--- config.mk ---
export PLATFORM = sky130hd
export DESIGN_NAME = irq_mask_arbiter
export DESIGN_NICKNAME = d
export VERILOG_FILES = /design/src/rtl/irq_arb_pkg.sv /design/src/rtl/irq_prio_pick.sv /design/src/rtl/irq_mask_gate.sv /design/src/rtl/irq_mask_arbiter.sv
export SDC_FILE = /design/constraint.sdc
export NUM_CORES = 1
export LEC_CHECK = 0
export ABC_AREA = 1
export BUFFER_PORTS_ARGS = -buffer_cell sky130_fd_sc_hd__buf_2
export CORE_MARGIN = 5
export CORE_UTILIZATION = 51
export DETAILED_ROUTE_END_ITERATION = 6
export PLACE_DENSITY = 0.8
export SYNTH_ARGS = -nofsm -noshare
export SYNTH_HDL_FRONTEND = slang
export SYNTH_SLANG_ARGS = --single-unit
--- constraint.sdc ---
create_clock -name clk -period 1.4 [get_ports clk]
set_input_delay 0 -clock clk [delete_from_list [all_inputs] [get_ports clk]]
set_output_delay 0 -clock clk [all_outputs]
set_load 0.005 [all_outputs]
--- src/rtl/irq_arb_pkg.sv ---
package irq_arb_pkg;

    localparam int LVL_W  = 2;
    localparam int LVL_NMI = 3;

    typedef logic [LVL_W-1:0] lvl_t;

    typedef enum logic {
        ARB_QUIET  = 1'b0,
        ARB_RAISED = 1'b1
    } arb_state_e;

endpackage

--- src/rtl/irq_prio_pick.sv ---
module irq_prio_pick
    import irq_arb_pkg::*;
#(
    parameter int NUM_SRC = 8,
    localparam int IDX_W  = (NUM_SRC > 1) ? $clog2(NUM_SRC) : 1
) (
    input  logic [NUM_SRC-1:0]       req,
    input  logic [NUM_SRC*LVL_W-1:0] prio,
    output logic                     any,
    output logic [IDX_W-1:0]         idx,
    output lvl_t                     lvl
);

    lvl_t src_lvl [NUM_SRC];

    genvar g;
    generate
        for (g = 0; g < NUM_SRC; g++) begin : g_split
            assign src_lvl[g] = prio[g*LVL_W +: LVL_W];
        end
    endgenerate

    // Linear scan from index 0 upward; a later source only displaces the
    // current best with a strictly higher level, so ties keep the lowest index.
    always_comb begin
        any = 1'b0;
        idx = '0;
        lvl = '0;
        for (int i = 0; i < NUM_SRC; i++) begin
            if (req[i] && (!any || (src_lvl[i] > lvl))) begin
                any = 1'b1;
                idx = IDX_W'(i);
                lvl = src_lvl[i];
            end
        end
    end

endmodule

--- src/rtl/irq_mask_gate.sv ---
module irq_mask_gate
    import irq_arb_pkg::*;
(
    input  logic any,
    input  lvl_t lvl,
    input  lvl_t mask,
    output logic pass
);

    logic nmi_lvl;

    assign nmi_lvl = (lvl == lvl_t'(LVL_NMI));
    assign pass    = any && (nmi_lvl || (lvl > mask));

endmodule

--- src/rtl/irq_mask_arbiter.sv ---
module irq_mask_arbiter
    import irq_arb_pkg::*;
#(
    parameter int NUM_SRC = 8,
    localparam int IDX_W  = (NUM_SRC > 1) ? $clog2(NUM_SRC) : 1
) (
    input  logic                     clk,
    input  logic                     rst_n,
    input  logic [NUM_SRC-1:0]       req_i,
    input  logic [NUM_SRC*LVL_W-1:0] prio_i,
    input  logic [LVL_W-1:0]         mask_i,
    output logic                     irq_o,
    output logic [IDX_W-1:0]         irq_src_o,
    output logic [LVL_W-1:0]         irq_lvl_o
);

    logic             win_any;
    logic [IDX_W-1:0] win_idx;
    lvl_t             win_lvl;
    logic             win_pass;

    arb_state_e       state_q, state_d;
    logic [IDX_W-1:0] src_q, src_d;
    lvl_t             lvl_q, lvl_d;

    irq_prio_pick #(.NUM_SRC(NUM_SRC)) u_pick (
        .req  (req_i),
        .prio (prio_i),
        .any  (win_any),
        .idx  (win_idx),
        .lvl  (win_lvl)
    );

    irq_mask_gate u_gate (
        .any  (win_any),
        .lvl  (win_lvl),
        .mask (mask_i),
        .pass (win_pass)
    );

    // Next-state and captured fields
    always_comb begin
        state_d = ARB_QUIET;
        src_d   = '0;
        lvl_d   = '0;
        unique case (state_q)
            ARB_QUIET, ARB_RAISED: begin
                if (win_pass) begin
                    state_d = ARB_RAISED;
                    src_d   = win_idx;
                    lvl_d   = win_lvl;
                end
            end
            default: state_d = ARB_QUIET;
        endcase
    end

    // State register
    always_ff @(posedge clk or negedge rst_n) begin
        if (!rst_n) begin
            state_q <= ARB_QUIET;
            src_q   <= '0;
            lvl_q   <= '0;
        end else begin
            state_q <= state_d;
            src_q   <= src_d;
            lvl_q   <= lvl_d;
        end
    end

    // Outputs
    always_comb begin
        irq_o     = 1'b0;
        irq_src_o = '0;
        irq_lvl_o = '0;
        unique case (state_q)
            ARB_RAISED: begin
                irq_o     = 1'b1;
                irq_src_o = src_q;
                irq_lvl_o = lvl_q;
            end
            default: ;
        endcase
    end

endmodule

==> results of run 1 <==
## kinds of logic after synthesis
family,after synthesis,synth area share [%]
simple gates,92,46.3
buf+inv,38,13.3
compound gates,16,8.96
fa+ha+maj,15,17.5
flops,6,14.0
## stage by stage
step | TNS (ns) | utilization (%) | cell area, um2
after detailed placement | -36.84 | 88.3 | 1750
after floorplan | -31.85 | - | 1160
after global placement | -33.33 | 88.3 | 1750
## cell usage after synthesis
master    number  area, um2
dfrtp_1        6        150
o21ai_1        3       15.0
nand3_1        6       30.0
and2_1         4       25.0
o21ai_0        7       35.0
o211ai_2       1       12.5
inv_1         29        109
or2_1          1       6.26
a31oi_1        1       6.26
nand2_2       16        100
nor2_1        10       37.5
nor2_4         1       11.3
inv_2          8       30.0
clkinv_1       1       3.75
nand2_1       37        139
or4_4          1       11.3
o21ai_2        2       17.5
or2_4          1       8.76
nand3_2        8       80.1
or2_2          1       6.26
nor2_2         5       31.3
a21oi_1        2       10.0
ha_1          15        188
nand2_4        1       11.3
==> key figures, run 1 <==
Die
  – Placement row count: 16
  – Die X-Extent: 55.9 um
  – Initial core utilization: 54.2%
  – # IOs: 34
  – Die Y: 55.9 um

Placement
  – Placed cell count: 279
  – Port buffer count: 33
  – Routability cong.: 0.850
  – Post-DP HPWL: 2950 um
  – Pre-CTS setup slack: -6.15 ns

Logic synthesis
  – Mapped Cells: 167
  – Synth cell types: 24
  – Post-Syn Area: 1070 um2
  – Post-Syn Nets: 210
  – Sequential area share after synthesis: 14.0%
  – Ys Warns: 0
  – Syn avg cell area: 6.44 um2
  – Yosys reg bits: 6

Clocking
  – H-tree Lvls: 1
  – TritonCTS Buffers: 3
  – Clock buffer depth: 2
  – Hold Buf Count CTS: 1
  – CTS resizes: 36
  – CTS Root Cell: clkbuf_4
  – TritonCTS Sinks: 6
  – Post-CTS setup buffer count: 22

Run status
  – Run-stopping error: [ERROR DPL-0038] Utilization greater than 100%, impossible to legalize
  – Outcome: stopped before the end
  – Last step reached: clock tree synthesis
==> run 2: changes to the inputs <==
- CORE_AREA: unset -> 5 5 66 68
- CORE_MARGIN: 5 -> unset
- CORE_UTILIZATION: 51 -> unset
- DIE_AREA: unset -> 0 0 71 73
- PLACE_DENSITY: 0.8 -> unset
- PLACE_DENSITY_LB_ADDON: unset -> 0.15
==> run 2 against run 1 <==
Against the previous run:
- the flow now finishes, with violations (setup timing)
- synthesized area unchanged
- synthesized cell count unchanged
==> key figures, run 2 <==
Logic synthesis
  – Area leader, netlist: ha_1
  – Most common library cells after synthesis: nand2_1 (37), inv_1 (29), nand2_2 (16)
  – Sequential area share after synthesis: 14.0% (unchanged)
  – Ys Warns: 0 (unchanged)
  – Mapped Cells: 167 (unchanged)
  – Synth cell types: 24 (unchanged)
  – Post-synthesis async set-or-reset flop share: 100% (unchanged)
  – Count leader, synth: nand2_1
  – Top-area cell type share of the netlist area: 17.5% (unchanged)
  – Post-synth EDFFs: 0 (unchanged)
  – Yosys reg bits: 6 (unchanged)
  – Post-Syn Area: 1070 um2 (unchanged)
  – Ranking of synthesized cells by area: ha_1 (17%), dfrtp_1 (14%), nand2_1 (13%)
  – Syn avg cell area: 6.44 um2 (unchanged)
  – Post-Syn Nets: 210 (unchanged)
  – Synth Flop Type: dfrtp_1

Die
  – Die X-Extent: 71 um (+27%)
  – Total core area: 3800 um2
  – Placement row count: 23 (+7)
  – Die Area: 5180 um2
  – # IOs: 34 (unchanged)
  – Initial core utilization: 28.3% (-26 points)
  – Die Y: 73 um (+31%)

Placement
  – Pre-CTS setup slack: -5.83 ns (+0.317 ns)
  – Area after DPL: 1850 um2 (+5.9%)
  – Routability cong.: 0.722 (-15%)
  – Port buffer count: 33 (unchanged)
  – Post-DP HPWL: 2330 um (-21%)

Layout
  – Largest regs: src_q x3, lvl_q x2, state_q x1
  – P&R area growth vs syn: 120%
  – Layout cell share with drive strength beyond 1: 73.4%
  – Cell area after layout: 2360 um2
  – Commonest non-fill, non-tap cell in the layout: buf_4
  – Most frequent cells in the layout: buf_4 (91), buf_2 (30), nand2_2 (24), nand2_1 (23), inv_1 (21)
  – Largest Register: src_q
  – Number of flip-flops under the largest register name: 3
  – Final #Nets: 342
  – Inserted Diodes: 0
  – Fillers: 355

STA
  – RSZ-0062 raised after global routing: yes
  – # setup viols final: 6
  – Worst Max-Slew Pin Slew: 0.194 ns
  – Final Cycle Share: 476%
  – Fmax achieved: 0.150 GHz
  – Slew Viols, Final: 0
  – Final hold vios: 0
  – Relative slew margins: 87.0%
  – Min Hold Slack: 0.133 ns
  – Final critical-path setup slack: -5.27 ns
  – Final Critical Period: 6.67 ns

Pwr
  – P per Cell Area: 1250 nW/um2
  – Peak VDD IR: 376 uV
  – Total chip power: 2970 uW
  – P_leak: 0.00133 uW

Detailed routing
  – DR WL/cell: 8.94 um
  – Drt total wl: 3100 um
  – Via count: 1,429
  – Iter 0 DRT Violations: 19
  – Antenna-violating nets left: 0
  – Post-detailed-route DRC marker count: 0
  – Via/cell ratio: 4.12
  – First-pass DRT Iterations: 3

Setup path
  – Most used cell along the critical path: nand2_2
  – CP peak stage delay: 0.28 ns
  – Crit path max fanout: 6
  – Slowest CP cell: ha_4
  – Critical Setup Path Class: primary input to register
  – Crit path capture type: register
  – WP data arrival: 6.77 ns
  – Startpoint Class: primary input
  – Worst endpoint required time: 1.50 ns

Clocking
  – TritonCTS clock tree: done
  – TritonCTS Buffers: 3 (unchanged)
  – Worst-path clk slew: 0.03 ns
  – CTS Root Cell: clkbuf_8
  – H-tree Lvls: 1 (unchanged)
  – Clock buffer depth: 2 (unchanged)
  – TritonCTS Sinks: 6 (unchanged)

Flow run
  – Number of max-cap violations: 0

Global routing
  – Grt total ovfl: 0
  – GRT Util Overall: 11.7%
  – First-pass GRT wire length: 5060 um
  – Initial antenna violation count: 0
  – Vias in the first global route: 1,305
  – Largest net degree at the start of global routing: 7

Hold path
  – Worst Hold Class: primary input to async pin

Run status
  – Outcome: finished, violations left
  – Violated checks: setup timing
==> run 2: final cells by class <==
cell class                 count  area [um2]  area share, %
clock buffer                   3        41.3           1.75
inverter                      38         150           6.35
multi-input combinational    123        1050           44.3
sequential                     6         150           6.35
tap                           50        62.6           2.65
timing repair buffer         127         912           38.6
==> run 2: path summary, 6_finish.rpt <==
kind | slack [ns] | end | start
max in group asynchronous | 1.13 | src_q[2] | rst_n
worst max-delay path | -5.27 | src_q[0] | req_i[0]
worst min-delay path | 0.13 | src_q[1] | rst_n
min in group clk | 0.22 | state_q | req_i[7]
==> run 2: cell families after synthesis <==
logic type / share of synthesized area [%]
buffers and inverters: 13.3
AO/OA/AOI/OAI: 8.96
flip-flops: 14.0
adder cells (fa/ha/maj): 17.5
AND/OR/NAND/NOR: 46.3
==> run 2: timing repair <==
item	4_1_cts	5_1_grt
pin swaps	42	23
hold buffers	1	0
hold endpoints to repair	6	0
resized for setup	20	32
setup endpoints to repair	6	6
setup buffers	24	7
==> run 2: worst max-delay path: cells and delay by family <==
kind	cells	cell delay (ns)
adder cells (fa/ha/maj)	8	1.85
AO/OA/AOI/OAI	9	0.87
buffers and inverters	10	0.51
AND/OR/NAND/NOR	38	3.54
==> run 2: where the power goes <==
part | switching (uW) | total (uW) | internal [uW] | leakage [uW]
combinational | 1100 | 2430 | 1330 | 0.00123
sequential | 33.5 | 290 | 256 | 0.0000759
clock | 62.9 | 247 | 184 | 0.0000216
total | 1200 | 2970 | 1770 | 0.00133
==> run 2: per-layer routing <==
metal | routed length [um] | part of all wire (%) | global-route usage (%)
met1 | 1280 | 41 | 14.8
met2 | 1680 | 54 | 21.5
met3 | 123 | 4.0 | 1.38
met4 | 14 | 0.45 | 1.88
met5 | 0 | 0 | 0
==> run 2: per-stage QoR <==
step,setup TNS (ns),utilization (%),instances
final,-31.57,62.3,347
after CTS,-31.42,57.3,340
after floorplan,-31.85,-,167
after global placement,-34.63,48.8,312
after detailed placement,-34.95,48.8,312
after global routing,-34.36,62.3,347
(Power assumes the default switching activity.)
